$ cat src/rtl/pmc_pkg.sv
package pmc_pkg;

    localparam int LIGHT_BIT = 0;
    localparam int DEEP_BIT  = 1;

    typedef struct packed {
        logic deep;
        logic light;
    } pwr_ctl_t;

    typedef enum logic [1:0] {
        PM_RUN   = 2'b00,
        PM_LIGHT = 2'b01,
        PM_DEEP  = 2'b10
    } pm_mode_e;

    function automatic pwr_ctl_t decode_write(input logic [1:0] wd);
        pwr_ctl_t r;
        r.deep  = wd[DEEP_BIT];
        r.light = wd[LIGHT_BIT] & ~wd[DEEP_BIT];
        return r;
    endfunction

    function automatic pm_mode_e mode_of(input pwr_ctl_t c);
        if (c.deep)       return PM_DEEP;
        else if (c.light) return PM_LIGHT;
        else              return PM_RUN;
    endfunction

endpackage

$ cat src/rtl/pmc_wake.sv
module pmc_wake #(
    parameter int NIRQ = 5
) (
    input  logic [NIRQ-1:0] irq_req,
    input  logic [NIRQ-1:0] irq_en,
    input  logic [NIRQ-1:0] irq_is_ext,
    input  logic [NIRQ-1:0] irq_is_level,
    output logic            any_wake,
    output logic            deep_wake
);
    logic [NIRQ-1:0] live;
    logic [NIRQ-1:0] deep_ok;

    for (genvar i = 0; i < NIRQ; i++) begin : g_src
        assign live[i]    = irq_req[i] & irq_en[i];
        assign deep_ok[i] = live[i] & irq_is_ext[i] & irq_is_level[i];
    end

    assign any_wake  = |live;
    assign deep_wake = |deep_ok;
endmodule

$ cat src/rtl/pmc_strobe.sv
module pmc_strobe #(
    parameter int NSTB = 2
) (
    input  logic            hold_high,
    input  logic            hold_low,
    output logic [NSTB-1:0] force_en,
    output logic [NSTB-1:0] force_val
);
    for (genvar i = 0; i < NSTB; i++) begin : g_stb
        assign force_en[i]  = hold_high | hold_low;
        assign force_val[i] = hold_high & ~hold_low;
    end
endmodule

$ cat src/rtl/pmc_top.sv
module pmc_top
    import pmc_pkg::*;
#(
    parameter int NIRQ = 5,
    parameter int NSTB = 2
) (
    input  logic            clk,
    input  logic            rst,
    input  logic            ctl_we,
    input  logic [1:0]      ctl_wdata,
    input  logic [NIRQ-1:0] irq_req,
    input  logic [NIRQ-1:0] irq_en,
    input  logic [NIRQ-1:0] irq_is_ext,
    input  logic [NIRQ-1:0] irq_is_level,
    output logic [1:0]      pwr_bits,
    output logic            cpu_clk_en,
    output logic            per_clk_en,
    output logic [NSTB-1:0] stb_force_en,
    output logic [NSTB-1:0] stb_force_val
);
    pwr_ctl_t ctl_q;
    pm_mode_e mode;
    logic     any_wake, deep_wake;
    logic     deep_waking;

    pmc_wake #(.NIRQ(NIRQ)) u_wake (
        .irq_req      (irq_req),
        .irq_en       (irq_en),
        .irq_is_ext   (irq_is_ext),
        .irq_is_level (irq_is_level),
        .any_wake     (any_wake),
        .deep_wake    (deep_wake)
    );

    assign mode = mode_of(ctl_q);

    always_ff @(posedge clk) begin
        if (rst) begin
            ctl_q <= '0;
        end else begin
            unique case (mode)
                PM_DEEP:  if (deep_wake) ctl_q.deep  <= 1'b0;
                PM_LIGHT: if (any_wake)  ctl_q.light <= 1'b0;
                default:  if (ctl_we)    ctl_q <= decode_write(ctl_wdata);
            endcase
        end
    end

    assign deep_waking = (mode == PM_DEEP) & deep_wake;
    assign pwr_bits    = ctl_q;
    assign cpu_clk_en  = rst | (mode == PM_RUN) | deep_waking;
    assign per_clk_en  = rst | (mode != PM_DEEP) | deep_waking;

    pmc_strobe #(.NSTB(NSTB)) u_stb (
        .hold_high (~rst & (mode == PM_LIGHT)),
        .hold_low  (~rst & (mode == PM_DEEP) & ~deep_wake),
        .force_en  (stb_force_en),
        .force_val (stb_force_val)
    );

    a_r1_reset_clears: assert property (@(posedge clk)
        rst |=> pwr_bits == 2'b00);
    a_r2_light_gates_cpu: assert property (@(posedge clk) disable iff (rst)
        pwr_bits == 2'b01 |-> !cpu_clk_en && per_clk_en);
    a_r3_light_strobes_high: assert property (@(posedge clk) disable iff (rst)
        pwr_bits == 2'b01 |-> (&stb_force_en) && (&stb_force_val));
    a_r4_light_exit: assert property (@(posedge clk) disable iff (rst)
        (pwr_bits == 2'b01 && any_wake) |=> pwr_bits == 2'b00);
    a_r5_deep_gates_all: assert property (@(posedge clk) disable iff (rst)
        (pwr_bits == 2'b10 && !deep_wake) |-> !cpu_clk_en && !per_clk_en);
    a_r6_deep_strobes_low: assert property (@(posedge clk) disable iff (rst)
        (pwr_bits == 2'b10 && !deep_wake) |-> (&stb_force_en) && !(|stb_force_val));
    a_r7_deep_exit: assert property (@(posedge clk) disable iff (rst)
        (pwr_bits == 2'b10 && deep_wake) |=> pwr_bits == 2'b00);
    a_r8_deep_holds: assert property (@(posedge clk) disable iff (rst)
        (pwr_bits == 2'b10 && !deep_wake) |=> pwr_bits == 2'b10);
    a_r9_deep_wins: assert property (@(posedge clk) disable iff (rst)
        (pwr_bits == 2'b00 && ctl_we && ctl_wdata == 2'b11) |=> pwr_bits == 2'b10);
    a_r10_sleep_write_ignored: assert property (@(posedge clk) disable iff (rst)
        (pwr_bits != 2'b00 && !any_wake) |=> $stable(pwr_bits));
endmodule

$ cat config.mk
export PLATFORM = sky130hd
export DESIGN_NAME = pmc_top
export DESIGN_NICKNAME = d
export VERILOG_FILES = /design/src/rtl/pmc_pkg.sv /design/src/rtl/pmc_wake.sv /design/src/rtl/pmc_strobe.sv /design/src/rtl/pmc_top.sv
export SDC_FILE = /design/constraint.sdc
export NUM_CORES = 1
export LEC_CHECK = 0
export ABC_AREA = 1
export BUFFER_PORTS_ARGS = -buffer_cell sky130_fd_sc_hd__buf_2
export CORE_AREA = 2 2 39 41
export DETAILED_ROUTE_END_ITERATION = 7
export DIE_AREA = 0 0 41 43
export GPL_ROUTABILITY_DRIVEN = 0
export PLACE_DENSITY = 0.51
export SYNTH_ARGS = -nofsm -noshare
export SYNTH_HDL_FRONTEND = slang
export SYNTH_SLANG_ARGS = --single-unit
$ cat constraint.sdc
create_clock -name clk -period 2.55 [get_ports clk]
set_input_delay 0.1275 -clock clk [delete_from_list [all_inputs] [get_ports clk]]
set_output_delay 0.1275 -clock clk [all_outputs]
set_load 0.005 [all_outputs]
# After elaboration in Yosys (flattened, before gate mapping)
# Index checks and enable logic that the tools add are counted.
[totals]
out_inout_bits = 8
word_cells = 53
regBits = 2
in_bits = 25
[op_classes]
n_bitwise = 32
n_reduce_logical = 7
n_eq_ne = 5
n_mux = 7
[op_table]
columns = ["cell", "n"]
rows = [
  ["bitwise AND 1 bit", 21],
  ["OR reduction 5 bit", 2],
  ["!= test 2 bit, second input constant", 3],
  ["inverter 1 bit", 6],
  ["AND reduction 3 bit", 2],
  ["OR 1 bit", 5],
  ["2-to-1 mux 2 bit", 2],
  ["one-hot mux 1 bit (2 select lines)", 2],
  ["nonzero test 2 bit", 2],
  ["2-to-1 mux 1 bit", 3],
  ["equality test 2 x 1 -> 1 bit, second input constant", 1],
  ["equality test 2 bit, second input constant", 1],
  ["zero test 2 bit", 1],
]

# Logic depth before layout (Yosys ltp)
[logic_depth]
word_depth = 8
depth_mapped = 8
mapped_depth_nobuf = 7

# Cells and area by module
# Synthesis repeated with hierarchy kept, for this count alone.
[unflattened]
cells_unflattened = 46
area_unflattened_um2 = 231.5
[modules_own_cells]
columns = ["module", "n_inst", "seq_area_each_um2", "cells_each", "area_per_inst_um2"]
rows = [
  ["pmc_top", 1, 40.0, 19, 118.9],
  ["pmc_wake", 1, 0.0, 21, 82.6],
  ["pmc_strobe", 1, 0.0, 6, 30.0],
]

# Worst setup path before layout
# Ideal clock, no wire load.
[synth_timing]
path_type = "reg-to-output"
from = "register ctl_q, in the netlist pwr_bits[0]"
to = "output port stb_force_val[1]"
setup_slack_ns = 1.533
arrival_time_ns = 0.889
required_time_ns = 2.423
stages_incl_launch_ff = 5
n_path_buf = 1
path_cell_list = "dfxtp_1 > inv_1 > or2_1 > nor2_1 > buf_4"
[synth_via]
elab_chain_cells = 7
word_cells_on_any_way = 9
classes_between = "2 x eq/ne; 2 x mux; 5 x bitwise"
[synth_lines]
columns = ["element", "line", "rtl"]
rows = [
  ["start: declaration", "pmc_top.sv:21", "pwr_ctl_t ctl_q;"],
  ["start signal: assignment", "pmc_top.sv:44", "default: if (ctl_we) ctl_q <= decode_write(ctl_wdata);"],
  ["2-to-1 mux 1 bit (*)", "pmc_pkg.sv:26", "else if (c.light) return PM_LIGHT;"],
  ["2-to-1 mux 2 bit (*)", "pmc_pkg.sv:25", "if (c.deep) return PM_DEEP;"],
  ["equality test 2 bit", "pmc_top.sv:56", ".hold_low (~rst & (mode == PM_DEEP) & ~deep_wake),"],
  ["bitwise AND 1 bit (2 in a row)", "pmc_top.sv:56", ""],
  ["inverter 1 bit", "n/a", ""],
  ["bitwise AND 1 bit (*)", "n/a", ""],
  ["end: declaration", "pmc_top.sv:19", "output logic [NSTB-1:0] stb_force_val"],
]
# Mark *: on every way between the ends. The rest lies on a longest branch, timed or not.

# Worst setup path after layout
[layout_timing]
from = "register ctl_q, in the netlist pwr_bits[0]"
to = "output port stb_force_val[0]"
[layout_via]
elab_chain_cells = 7
word_cells_on_any_way = 9
classes_between = "2 x eq/ne; 2 x mux; 5 x bitwise"
[layout_lines]
columns = ["element", "line", "rtl"]
rows = [
  ["2-to-1 mux 1 bit (*)", "pmc_pkg.sv:26", ""],
  ["2-to-1 mux 2 bit (*)", "pmc_pkg.sv:25", ""],
  ["equality test 2 bit", "pmc_top.sv:56", ""],
  ["bitwise AND 1 bit (2 in a row)", "pmc_top.sv:56", ""],
  ["inverter 1 bit", "pmc_strobe.sv:11", "assign force_val[i] = hold_high & ~hold_low;"],
  ["bitwise AND 1 bit (*)", "pmc_strobe.sv:11", ""],
]
# Marked as above.

==> key figures <==
Route
  • DRT Wirelength: ~700 um
  • Total iterations of the first detailed-routing run: 2
  • ANT nets after route: 0
  • DRC violations left: 0
  • Vias/cell: ~4.0
  • Starting DRT DRC Count: 5
  • Vias: 362
  • Routed length per instance: 7.90 um

Logic synthesis
  • Library cells used by synthesis: 10
  • Ys async rst share: 0%
  • Synth Area in XOR/XNOR: 0%
  • Yosys top cell by area: nand2_1
  • Post-synthesis mux area share: 0%
  • Number of flops mapped to enable cells by yosys: 0
  • Top cells by instance count after synthesis: 14 x nand2_1, 12 x nor2_1, 4 x inv_1, 3 x nand3_1
  • Adder-cell share of the synthesized area: 0%
  • Seq/Total Area, Yosys: a little under a fifth
  • Ys Warns: 0
  • Top cells by area, synth: nand2_1 24%, nor2_1 21%, dfxtp_1 18%, nand3_1 6.9%, buf_4 6.9%
  • Largest family of logic cells by synthesized area: simple AND/OR/NAND/NOR gates
  • Main synth FF type: dfxtp_1
  • Post-synthesis net count: 67
  • Synth Instances: 42
  • FF+latch count, synth: 2
  • Post-synth top area share: 24.0%
  • Avg Cell Area, Syn: roughly 5.2 um^2
  • Simple-gate portion of the synthesized area: between 60% and 70%
  • Post-synthesis compound-gate area fraction: approximately 8%
  • Synthesized cell area: roughly 220 um^2
  • Most instantiated library cell after synthesis: nand2_1

Critical path
  • CP Capture Type: primary output
  • Critical path cell sequence: inv_1, or2_1, nor2_1, buf_2
  • Max incr delay on CP: 0.35 ns
  • Critical path type: reg2out
  • Crit path launch type: flip-flop
  • CP bufs+invs: 2
  • Reg2reg setup slack: ~1.6 ns
  • Crit-path leading delay family: flip-flops
  • Req. time, crit path: about 2.4 ns
  • Crit path DAT: ~1.1 ns
  • Slowest stage cell on the critical path: dfxtp_1
  • CP max FO: 4

Placement
  • Count of input and output buffers: 32
  • Placed cells: 88
  • Placed Area: a little under 400 um^2

Floorplan
  • Die width: around 41 um
  • Initial Util: between 15 and 20%
  • Die area: 0.00176 mm^2
  • IO Count: 33
  • Core area: between 0.001 and 0.0015 mm^2
  • Num rows: 14
  • DIE HEIGHT: about 43 um

Hold path
  • Path type of the worst min-delay path: in2reg

Timing
  • Max Slew Vio Count: 0
  • Skew final: ~0.0034 ns
  • Slew HR: ~88%
  • Worst Max-Slew Pin Slew: 0.175 ns
  • RSZ-0062 raised after global routing: no
  • Hold Fails Final Rpt: 0
  • Setup_tns: 0 ns
  • F_max: about 830 MHz
  • Post-route minimum period: ~1.2 ns
  • # setup viols final: 0
  • Fin crit share: between 40% and 50%

Final layout
  • Area growth from synthesis to layout: 85.7%
  • Area occupied by multi-input gates: between 100 and 150 um^2
  • Fin util: between 20% and 30%
  • Fin nets: approximately 100
  • Share of post-route cells with drive strength above 1: about 48%
  • Fill count: around 160
  • Max reg flops: 2
  • Total area of sequential cells: 40.0 um^2
  • Inserted Diodes: 0
  • Non-filler cells, final: 91
  • Cell area after layout: between 400 and 500 um^2

Clock network
  • Htree depth: 1
  • # hold bufs at CTS: 0
  • Cts repair resizes: 0
  • Longest Clk Path Bufs: 2
  • Worst skew pair latency: between 0.2 and 0.25 ns
  • Worst-path clk slew: 0.03 ns
  • Setup bufs post-CTS: 0
  • Total CTS buffers: 3
  • CTS tree: built
  • Total clock sinks: 2
  • Root Driver: clkbuf_4

Run status
  • Outcome: finished clean

Power
  • Peak VDD IR: approximately 0.000091 V
  • PwrDens: 372 mW/mm^2
  • Leakage power total: 0.253 nW

Global routing
  • Initial antenna violation count: 0
  • Global-route wire length before repair: about 1200 um
  • GR Util All Layers: just under 10%
  • Vias in the first global route: 365
  • Largest net degree at the start of global routing: 7
  • Grt ovf: 0

Run
  • Max-Cap Viols: 0
==> worst register-to-register path, delay by kind of cell (launching register included) <==
| kind | cells | cell delay, ns |
|---|---|---|
| AOI/OAI and AO/OA | 1 | 0.10 |
| and+or+nand+nor | 4 | 0.50 |
| DFF | 1 | 0.34 |
==> layer usage <==
metal  global-route usage, %  vias to the layer above  wire (um)
li1                        -                      197          -
met1                    7.96                      155        264
met2                    17.5                       10        406
met3                    3.14                        0         48
met4                    8.00                        0          0
met5                       0                        -          0
==> cell usage in the layout, fill, tap and decap left out <==
| master | Yosys | final |
|---|---|---|
| nand2_1 | 14 | 14 |
| dfxtp_1 | 2 | 2 |
| inv_1 | 4 | 4 |
| clkbuf_4 | 0 | 3 |
| o21ai_0 | 1 | 1 |
| buf_2 | 0 | 32 |
| a31oi_1 | 2 | 2 |
| nand3_1 | 3 | 3 |
| nor2_1 | 12 | 12 |
| nor3b_2 | 1 | 1 |
| or2_1 | 1 | 1 |
==> power breakdown <==
group          internal, W  leakage [nW]  switching, W
combinational    0.0000253         0.223     0.0000200
clock            0.0000519        0.0138     0.0000179
sequential       0.0000337        0.0164    0.00000237
total             0.000111         0.253     0.0000403
==> cell type report <==
cell class	count	area share, %
inverter	4	3.69
tap	16	4.92
clock buffer	3	5.54
timing repair buffer	32	39.4
multi-input combinational	34	36.6
sequential	2	9.85
==> kinds of logic after synthesis <==
family	after synthesis
AND/OR/NAND/NOR	31
buffers and inverters	6
AO/OA/AOI/OAI	3
flip-flops	2
==> through the flow <==
stage	power (W)	hold slack, ns	setup WS (ns)
finish	0.000151	0.198	1.34
global route	0.000164	0.234	1.22
CTS	0.000155	0.195	1.31
detailed placement	0.0000826	0.429	1.55
global placement	0.0000820	0.433	1.54
floorplan	0.0000568	0.292	1.53
==> final timing paths <==
path	start	end	depth (start not counted)
setup / recovery	pwr_bits[0]	stb_force_val[0]	4
hold / removal	ctl_we	pwr_bits[1]	3
setup reg to reg	pwr_bits[1]	pwr_bits[0]	5
hold reg to reg	pwr_bits[0]	pwr_bits[1]	3
Note: power is estimated with default switching activity, not from simulation.
